[src/rtl/pll_cfg_pkg.sv]
// Package: shared constants for the staged PLL setting bank.
// Assumes a 32-bit data bus; the field positions are fixed by the status layout.
package pll_cfg_pkg;
    localparam int unsigned DATA_W        = 32;
    localparam logic [31:0] FEED_KEY_1    = 32'h0000_00AA;
    localparam logic [31:0] FEED_KEY_2    = 32'h0000_0055;
    localparam int unsigned CTRL_EN_BIT   = 0;
    localparam int unsigned CTRL_CONN_BIT = 1;
    localparam int unsigned NSEL_LSB      = 16;
    localparam int unsigned STAT_EN_BIT   = 24;
    localparam int unsigned STAT_CONN_BIT = 25;
    localparam int unsigned STAT_LOCK_BIT = 26;

    // Decoded target of one bus access.
    typedef enum logic [2:0] {
        SEL_NONE = 3'd0,
        SEL_CTRL = 3'd1,
        SEL_CFG  = 3'd2,
        SEL_STAT = 3'd3,
        SEL_FEED = 3'd4
    } bank_sel_e;
endpackage

[src/rtl/pll_feed_seq.sv]
// Module: pll_feed_seq
// Tracks the two-key unlock sequence. It arms on the first key written to the
// feed word and fires a one-cycle commit on the second key when armed. Any other
// bank write disarms it. Assumes at most one write per cycle and that
// out-of-bank writes are never presented as bank writes.
module pll_feed_seq
    import pll_cfg_pkg::*;
(
    input  logic              clk,
    input  logic              rst_n,
    input  logic              wr_feed,
    input  logic              wr_other,
    input  logic [DATA_W-1:0] wdata,
    output logic              commit
);
    logic armed_q;
    logic key1_hit;
    logic key2_hit;

    // Compare the write data against both keys.
    always_comb begin
        key1_hit = wr_feed && (wdata == FEED_KEY_1);
        key2_hit = wr_feed && (wdata == FEED_KEY_2);
        commit   = key2_hit && armed_q;
    end

    // Arm on key 1; every other bank write, key 2 included, clears the arm.
    always_ff @(posedge clk) begin
        if (!rst_n) begin
            armed_q <= 1'b0;
        end else if (key1_hit) begin
            armed_q <= 1'b1;
        end else if (wr_feed || wr_other) begin
            armed_q <= 1'b0;
        end
    end
endmodule

[src/rtl/pll_reg_store.sv]
// Module: pll_reg_store
// Holds the holding registers written by software and the shadow registers that
// drive the PLL. Shadows load from the holding values only on commit.
// Assumes that commit and the holding-register writes never occur in the same cycle.
module pll_reg_store #(
    parameter int unsigned MSEL_W = 15,
    parameter int unsigned NSEL_W = 8
) (
    input  logic              clk,
    input  logic              rst_n,
    input  logic              wr_ctrl,
    input  logic              wr_cfg,
    input  logic              wd_en,
    input  logic              wd_conn,
    input  logic [MSEL_W-1:0] wd_msel,
    input  logic [NSEL_W-1:0] wd_nsel,
    input  logic              commit,
    output logic              hold_en,
    output logic              hold_conn,
    output logic [MSEL_W-1:0] hold_msel,
    output logic [NSEL_W-1:0] hold_nsel,
    output logic              sh_en,
    output logic              sh_conn,
    output logic [MSEL_W-1:0] sh_msel,
    output logic [NSEL_W-1:0] sh_nsel
);
    // Holding control bits, written directly from the bus.
    always_ff @(posedge clk) begin
        if (!rst_n) begin
            hold_en   <= 1'b0;
            hold_conn <= 1'b0;
        end else if (wr_ctrl) begin
            hold_en   <= wd_en;
            hold_conn <= wd_conn;
        end
    end

    // Holding configuration fields, written directly from the bus.
    always_ff @(posedge clk) begin
        if (!rst_n) begin
            hold_msel <= '0;
            hold_nsel <= '0;
        end else if (wr_cfg) begin
            hold_msel <= wd_msel;
            hold_nsel <= wd_nsel;
        end
    end

    // Shadow set, loaded as one unit from the holding registers on commit.
    always_ff @(posedge clk) begin
        if (!rst_n) begin
            sh_en   <= 1'b0;
            sh_conn <= 1'b0;
            sh_msel <= '0;
            sh_nsel <= '0;
        end else if (commit) begin
            sh_en   <= hold_en;
            sh_conn <= hold_conn;
            sh_msel <= hold_msel;
            sh_nsel <= hold_nsel;
        end
    end
endmodule

[src/rtl/pll_rd_mux.sv]
// Module: pll_rd_mux
// Combinational read-data assembly. Control and configuration return the holding
// values and status returns the shadow values plus lock. Feed and unmapped
// addresses return zero. Assumes field widths that fit the fixed layout.
module pll_rd_mux
    import pll_cfg_pkg::*;
#(
    parameter int unsigned MSEL_W = 15,
    parameter int unsigned NSEL_W = 8
) (
    input  bank_sel_e         sel,
    input  logic              hold_en,
    input  logic              hold_conn,
    input  logic [MSEL_W-1:0] hold_msel,
    input  logic [NSEL_W-1:0] hold_nsel,
    input  logic              sh_en,
    input  logic              sh_conn,
    input  logic [MSEL_W-1:0] sh_msel,
    input  logic [NSEL_W-1:0] sh_nsel,
    input  logic              lock,
    output logic [DATA_W-1:0] rdata
);
    // Place the fields of the selected word and zero every other bit.
    always_comb begin
        rdata = '0;
        case (sel)
            SEL_CTRL: begin
                rdata[CTRL_EN_BIT]   = hold_en;
                rdata[CTRL_CONN_BIT] = hold_conn;
            end
            SEL_CFG: begin
                rdata[MSEL_W-1:0]        = hold_msel;
                rdata[NSEL_LSB +: NSEL_W] = hold_nsel;
            end
            SEL_STAT: begin
                rdata[MSEL_W-1:0]        = sh_msel;
                rdata[NSEL_LSB +: NSEL_W] = sh_nsel;
                rdata[STAT_EN_BIT]       = sh_en;
                rdata[STAT_CONN_BIT]     = sh_conn;
                rdata[STAT_LOCK_BIT]     = lock;
            end
            default: rdata = '0;
        endcase
    end
endmodule

[src/rtl/pll_cfg_bank.sv]
// Module: pll_cfg_bank (top)
// Register bank for the PLL settings: holding words, a keyed feed that commits
// them into the live shadows, and a status word of live values plus lock.
// Assumes single-cycle bus writes and word-aligned byte addresses.
module pll_cfg_bank
    import pll_cfg_pkg::*;
#(
    parameter int unsigned ADDR_W    = 8,
    parameter int unsigned MSEL_W    = 15,
    parameter int unsigned NSEL_W    = 8,
    parameter logic [7:0]  BANK_BASE = 8'h80
) (
    input  logic              clk,
    input  logic              rst_n,
    input  logic [ADDR_W-1:0] bus_addr,
    input  logic              bus_wr,
    input  logic [31:0]       bus_wdata,
    output logic [31:0]       bus_rdata,
    input  logic              pll_lock_i,
    output logic              pll_en_o,
    output logic              pll_conn_o,
    output logic [MSEL_W-1:0] pll_msel_o,
    output logic [NSEL_W-1:0] pll_nsel_o
);
    localparam logic [ADDR_W-1:0] OFS_CTRL = ADDR_W'(BANK_BASE);
    localparam logic [ADDR_W-1:0] OFS_CFG  = ADDR_W'(BANK_BASE + 8'h04);
    localparam logic [ADDR_W-1:0] OFS_STAT = ADDR_W'(BANK_BASE + 8'h08);
    localparam logic [ADDR_W-1:0] OFS_FEED = ADDR_W'(BANK_BASE + 8'h0C);

    bank_sel_e         sel;
    logic              wr_ctrl, wr_cfg, wr_stat, wr_feed, wr_other;
    logic              commit;
    logic              hold_en, hold_conn, sh_en, sh_conn;
    logic [MSEL_W-1:0] hold_msel, sh_msel;
    logic [NSEL_W-1:0] hold_nsel, sh_nsel;

    // Decode the bus address into one bank word or none.
    always_comb begin
        if (bus_addr == OFS_CTRL)      sel = SEL_CTRL;
        else if (bus_addr == OFS_CFG)  sel = SEL_CFG;
        else if (bus_addr == OFS_STAT) sel = SEL_STAT;
        else if (bus_addr == OFS_FEED) sel = SEL_FEED;
        else                           sel = SEL_NONE;
    end

    // Per-word write strobes; a status write is a bank access that stores nothing.
    always_comb begin
        wr_ctrl  = bus_wr && (sel == SEL_CTRL);
        wr_cfg   = bus_wr && (sel == SEL_CFG);
        wr_stat  = bus_wr && (sel == SEL_STAT);
        wr_feed  = bus_wr && (sel == SEL_FEED);
        wr_other = wr_ctrl || wr_cfg || wr_stat;
    end

    pll_feed_seq u_feed (
        .clk      (clk),
        .rst_n    (rst_n),
        .wr_feed  (wr_feed),
        .wr_other (wr_other),
        .wdata    (bus_wdata),
        .commit   (commit)
    );

    pll_reg_store #(
        .MSEL_W (MSEL_W),
        .NSEL_W (NSEL_W)
    ) u_store (
        .clk       (clk),
        .rst_n     (rst_n),
        .wr_ctrl   (wr_ctrl),
        .wr_cfg    (wr_cfg),
        .wd_en     (bus_wdata[CTRL_EN_BIT]),
        .wd_conn   (bus_wdata[CTRL_CONN_BIT]),
        .wd_msel   (bus_wdata[MSEL_W-1:0]),
        .wd_nsel   (bus_wdata[NSEL_LSB +: NSEL_W]),
        .commit    (commit),
        .hold_en   (hold_en),
        .hold_conn (hold_conn),
        .hold_msel (hold_msel),
        .hold_nsel (hold_nsel),
        .sh_en     (sh_en),
        .sh_conn   (sh_conn),
        .sh_msel   (sh_msel),
        .sh_nsel   (sh_nsel)
    );

    pll_rd_mux #(
        .MSEL_W (MSEL_W),
        .NSEL_W (NSEL_W)
    ) u_rd (
        .sel       (sel),
        .hold_en   (hold_en),
        .hold_conn (hold_conn),
        .hold_msel (hold_msel),
        .hold_nsel (hold_nsel),
        .sh_en     (sh_en),
        .sh_conn   (sh_conn),
        .sh_msel   (sh_msel),
        .sh_nsel   (sh_nsel),
        .lock      (pll_lock_i),
        .rdata     (bus_rdata)
    );

    // Drive the PLL from the shadows; connect waits for enable and lock.
    always_comb begin
        pll_en_o   = sh_en;
        pll_conn_o = sh_en && sh_conn && pll_lock_i;
        pll_msel_o = sh_msel;
        pll_nsel_o = sh_nsel;
    end
endmodule

[config.mk]
export PLATFORM = sky130hd
export DESIGN_NAME = pll_cfg_bank
export DESIGN_NICKNAME = d
export VERILOG_FILES = /design/src/rtl/pll_cfg_pkg.sv /design/src/rtl/pll_feed_seq.sv /design/src/rtl/pll_reg_store.sv /design/src/rtl/pll_rd_mux.sv /design/src/rtl/pll_cfg_bank.sv
export SDC_FILE = /design/constraint.sdc
export NUM_CORES = 1
export LEC_CHECK = 0
export CELL_PAD_IN_SITES_DETAIL_PLACEMENT = 2
export CELL_PAD_IN_SITES_GLOBAL_PLACEMENT = 2
export CORE_UTILIZATION = 39
export CTS_BUF_LIST = sky130_fd_sc_hd__clkbuf_8
export DETAILED_ROUTE_END_ITERATION = 10
export DONT_BUFFER_PORTS = 1
export GPL_TIMING_DRIVEN = 0
export PLACE_DENSITY_LB_ADDON = 0.1
export SYNTH_ARGS = -nofsm -noshare
export SYNTH_HDL_FRONTEND = slang
export SYNTH_SLANG_ARGS = --single-unit
[constraint.sdc]
create_clock -name clk -period 9.4 [get_ports clk]
set_input_delay 2.82 -clock clk [delete_from_list [all_inputs] [get_ports clk]]
set_output_delay 2.82 -clock clk [all_outputs]
set_load 0.02 [all_outputs]
Yosys cells after proc, flatten, opt, wreduce, memory -nomap -nowiden
Index checks and enable logic that the tools add are counted.
- equal/unequal tests: 10
- mux-type cells: 10
- reductions and logical operators: 13
- operators with widths (cell ; count):
    == test 32 x 7 -> 1 bit, second input constant ; 1
    == test 32 x 8 -> 1 bit, second input constant ; 1
    == test 8 bit, second input constant ; 4
    case mux 13 bit (2 select lines) ; 1
    case mux 8 bit (2 select lines) ; 1
    2-to-1 mux 3 bit ; 5
    logical AND 1 bit ; 9
    == test 3 x 2 -> 1 bit, second input constant ; 2
    case mux 2 bit (3 select lines) ; 1
    == test 3 x 1 -> 1 bit, second input constant ; 1
    == test 3 bit, second input constant ; 1
    logical OR 1 bit ; 3
    2-to-1 mux 1 bit ; 2
    nonzero test 2 bit ; 1
- register bits after elaboration: 51
- input port bits: 44
- output and inout bits: 57
- logic and storage cells: 42

Logic depth before layout (Yosys ltp)
- depth in word-level cells: 12
- mapped depth: 6
- depth with buffers taken out: 4

Modules after synthesis
From an unflattened synthesis, not the netlist that was laid out.
- cell total of the unflattened synthesis: 261
- area, all modules: 2653.8 um^2
- modules (own cells, without submodules) (module ; times used ; cells an instance ; area an instance (um^2) ; seq. area each (um^2)):
    pll_reg_store ; 1 ; 161 ; 1925.6 ; 1001.0
    pll_rd_mux ; 1 ; 65 ; 454.2 ; 0.0
    pll_feed_seq ; 1 ; 21 ; 165.2 ; 20.0
    pll_cfg_bank ; 1 ; 14 ; 108.9 ; 0.0

Least setup slack after synthesis
Ideal clock, no wire load.
- path type: input port to output port
- start point: input port bus_addr[6]
- end point: output port bus_rdata[12]
- arrival: 4.172 ns
- required time: 6.580 ns
- slack: 2.408 ns
- stages: 5
- buffers on the path: 1
- cell sequence: nor4b_4 nand2_1 nor3b_2 buf_2 a22o_1
- word-level cells in the longest chain between the ends: 7
- elaborated cells on any way between the ends: 11
- those cells by class: eq/ne (6); mux (5)
- RTL lines (what ; line ; text):
    start, declared ; pll_cfg_bank.sv:15 ; input logic [ADDR_W-1:0] bus_addr,
    == test 8 bit ; pll_cfg_bank.sv:42 ; else if (bus_addr == OFS_FEED) sel = SEL_FEED;
    2-to-1 mux 3 bit ; pll_cfg_bank.sv:42 ;
    2-to-1 mux 3 bit ; pll_cfg_bank.sv:41 ; else if (bus_addr == OFS_STAT) sel = SEL_STAT;
    2-to-1 mux 3 bit ; pll_cfg_bank.sv:40 ; else if (bus_addr == OFS_CFG) sel = SEL_CFG;
    2-to-1 mux 3 bit (*) ; pll_cfg_bank.sv:39 ; if (bus_addr == OFS_CTRL) sel = SEL_CTRL;
    == test 3 x 2 -> 1 bit ; pll_rd_mux.sv:26 ; case (sel)
    case mux 13 bit (2 select lines) (*) ; pll_rd_mux.sv:26 ;
    end, declared ; pll_cfg_bank.sv:18 ; output logic [31:0] bus_rdata,
Every way passes the cells marked *; elsewhere a longest branch is shown, timed or not.

Worst setup path in the final report
Ends and elaborated chain as after synthesis.

==> out/summary.txt <==
dpl cell area: 2600 um2
later-pin clock latency in the skew report: 300 ps
post-synth cell types: 28
num ports: 101
Hold Worst Slack: 486 ps
CP max FO: 10
startpoint types: input port
worst-case reg-to-reg path depth: 5
die height: 81.8 um
clock power share: 33.5%
pwr/cell area: 131 nW/um2
Final HPWL DP: 5730 um
Avg WL per Cell: 20.1 um
Antenna diodes: 0
max incr delay on CP: 520 ps
nets@finish: 346
Fillers: 701
Worst Skew: 4.89 ps
Final Slew Violations: 0
worst-case clock buffer depth: 2
first-pass GRT wire length: 11,600 um
status: complete, no violations
largest net degree at the start of global routing: 14
hold endpoint: u_store.sh_msel[12]
GRT Util Overall: 23.5%
r2r setup slk: 7460 ps
Seq/Total Area, Yosys: 41.1%
Final GP Congestion: 0.803
synth warn: 0
r2r startpoint: u_feed.armed_q
gr busiest metal: met2
Setup Crit Path Kind: in -> out
Top delay family on crit path: simple AND/OR/NAND/NOR gates
setup_tns: 0 ps
Area Growth Syn to Fin: 7.46%
Initial Utilization: 41.2%
CTS tree: built
First-pass DRT Iterations: 4
Final period util: 79.3%
Slew headroom: 52.3%
DRT antenna net count: 0
# hold bufs at CTS: 0
final setup vio count: 0
Crit. path cell count: 5
die area: 6690 um2
crit path buf inv count: 1
RSZ-0062 raised after global routing: no
Worst path slowest cell: nor3b_2
Pint: 271 uW
Core Area: 6030 um2
critical path cell sequence: nor4b_4, nand2_1, nor3b_2, buf_2, a22o_1
total design power: 349 uW
grt met3 use: 5.33%
Overflow after GRT: 0
P_sw: 78.5 uW
max cap viols: 0
flops & latches, synth: 51
Chip Width: 81.8 um
final hold vios: 0
routed via count: 2,124
vias in the first global route: 2,233
Min-Delay Path Class: reg -> reg
initial antenna violation count: 0
leading cell types in the layout, fill and taps excluded: nand2_1, dfxtp_1, mux2i_1
R2R Path End: u_store.sh_msel[9]
share of cells above drive strength 1: 7.64%
Worst VDD drop: 0.0000610 V
vias per inst: 5.65
htree depth: 2
crit path DAT: 4640 ps
cts bufs inserted: 5
measured slew at the worst slew-check pin: 711 ps
switching power share of the total: 22.5%
Setup Fix Bufs, Post-CTS: 0
Worst-path clk slew: 90 ps
CTS sink count: 51
Post-CTS Resized: 0
hold_sp: u_store.hold_msel[12]
Mapped Avg Cell Area: 8.56 um2
combinational share of power: 4.7%
1st-iter DRT viols: 43
Fmax: 134 MHz
Sequential Power Share: 61.9%
FP Rows: 28
I/O Buffers: 0
met2 Usage GRT: 40.2%
Post-Syn Instances: 290
min Tclk post-route: 7460 ps
Leakage: 0.876 nW
met1 usage: 30.2%
design area: 2670 um2
worst hold path depth: 2
Critical Path RT: 6580 ps
drc violations: 0
Worst Setup End Kind: output port
most common cell after layout, fill and taps aside: nand2_1
final core occ: 44.3%
mapped cell area: 2480 um2
Root Buffer: clkbuf_8
DRT Wirelength: 7580 um
cells in the mapped netlist (all sizes together):
cell,n,area share [%]
and3,2,0.55
nor4bb,3,1.2
and3b,1,0.35
and2,4,1.0
or4,1,0.30
nor3b,1,0.50
nand3,1,0.20
nor2b,3,0.76
mux2i,29,12
a22o,21,7.4
conb,1,0.15
nand4,5,1.5
nor4b,1,0.96
a21boi,24,7.3
nor2,6,0.91
nor4,7,2.4
nand2,100,15
and4,1,0.40
nand4b,1,0.35
clkbuf,13,2.0
buf,12,3.5
dfxtp,51,41
a21oi,2,0.40
cells by family (layout without fill, tap and decap cells):
group / after synthesis / after routing / synth area share [%]
mux: 29 / 29 / 11.7
compound gates: 47 / 47 / 15.1
buf+inv: 25 / 31 / 5.49
simple gates: 137 / 137 / 26.5
other cells: 1 / 6 / 0.151
flops: 51 / 51 / 41.1
metal layers:
| layer | vias up | part of all wire [%] |
|---|---|---|
| li1 | 1007 | - |
| met1 | 1057 | 44 |
| met2 | 54 | 50 |
| met3 | 6 | 4.6 |
| met4 | 0 | 0.79 |
| met5 | - | 0 |
sequential cells by signal, indices dropped and copies added, names as in the netlist:
name               cells
u_store.hold_msel     15
u_store.sh_en          1
u_store.sh_msel       15
u_store.hold_conn      1
u_store.hold_en        1
u_store.hold_nsel      8
u_store.sh_nsel        8
u_store.sh_conn        1
u_feed.armed_q         1
layout make-up:
cell class,instances,area (um2),share of cell area [%]
tap,75,93.8,3.52
clock inverter,1,3.75,0.141
clock buffer,5,68.8,2.58
sequential,51,1020,38.3
multi-input combinational,219,1350,50.4
buffer,25,136,5.11
through the flow:
stage                     std cells  worst slack [ps]
after floorplan                 295              2410
after global placement          370              1890
after detailed placement        370              1890
after CTS                       376              1890
after global routing            376              1770
final                           376              1940
power groups by stage:
stage / combinational (mW) / sequential (mW) / clock, mW
after floorplan: 0.0126 / 0.221 / 0
after global placement: 0.0162 / 0.221 / 0
after detailed placement: 0.0164 / 0.221 / 0
after CTS: 0.0165 / 0.216 / 0.120
after global routing: 0.0178 / 0.216 / 0.130
final: 0.0163 / 0.216 / 0.117
worst max path at each step:
| stage | start | to |
|---|---|---|
| 4_1_cts | bus_addr[6] | bus_rdata[12] |
| 2_1_floorplan | bus_addr[6] | bus_rdata[12] |
| 6_report | bus_addr[6] | bus_rdata[12] |
| 3_3_place_gp | bus_addr[6] | bus_rdata[12] |
| 5_1_grt | bus_addr[6] | bus_rdata[14] |
| 3_5_place_dp | bus_addr[6] | bus_rdata[12] |
worst reg2reg max path, stage by stage (launching register included):
cell,delay [ps]
dfxtp_1,360
and3b_1,190
nand4b_1,170
nor4_4,650
buf_6,280
mux2i_1,220
(Power assumes the default switching activity.)
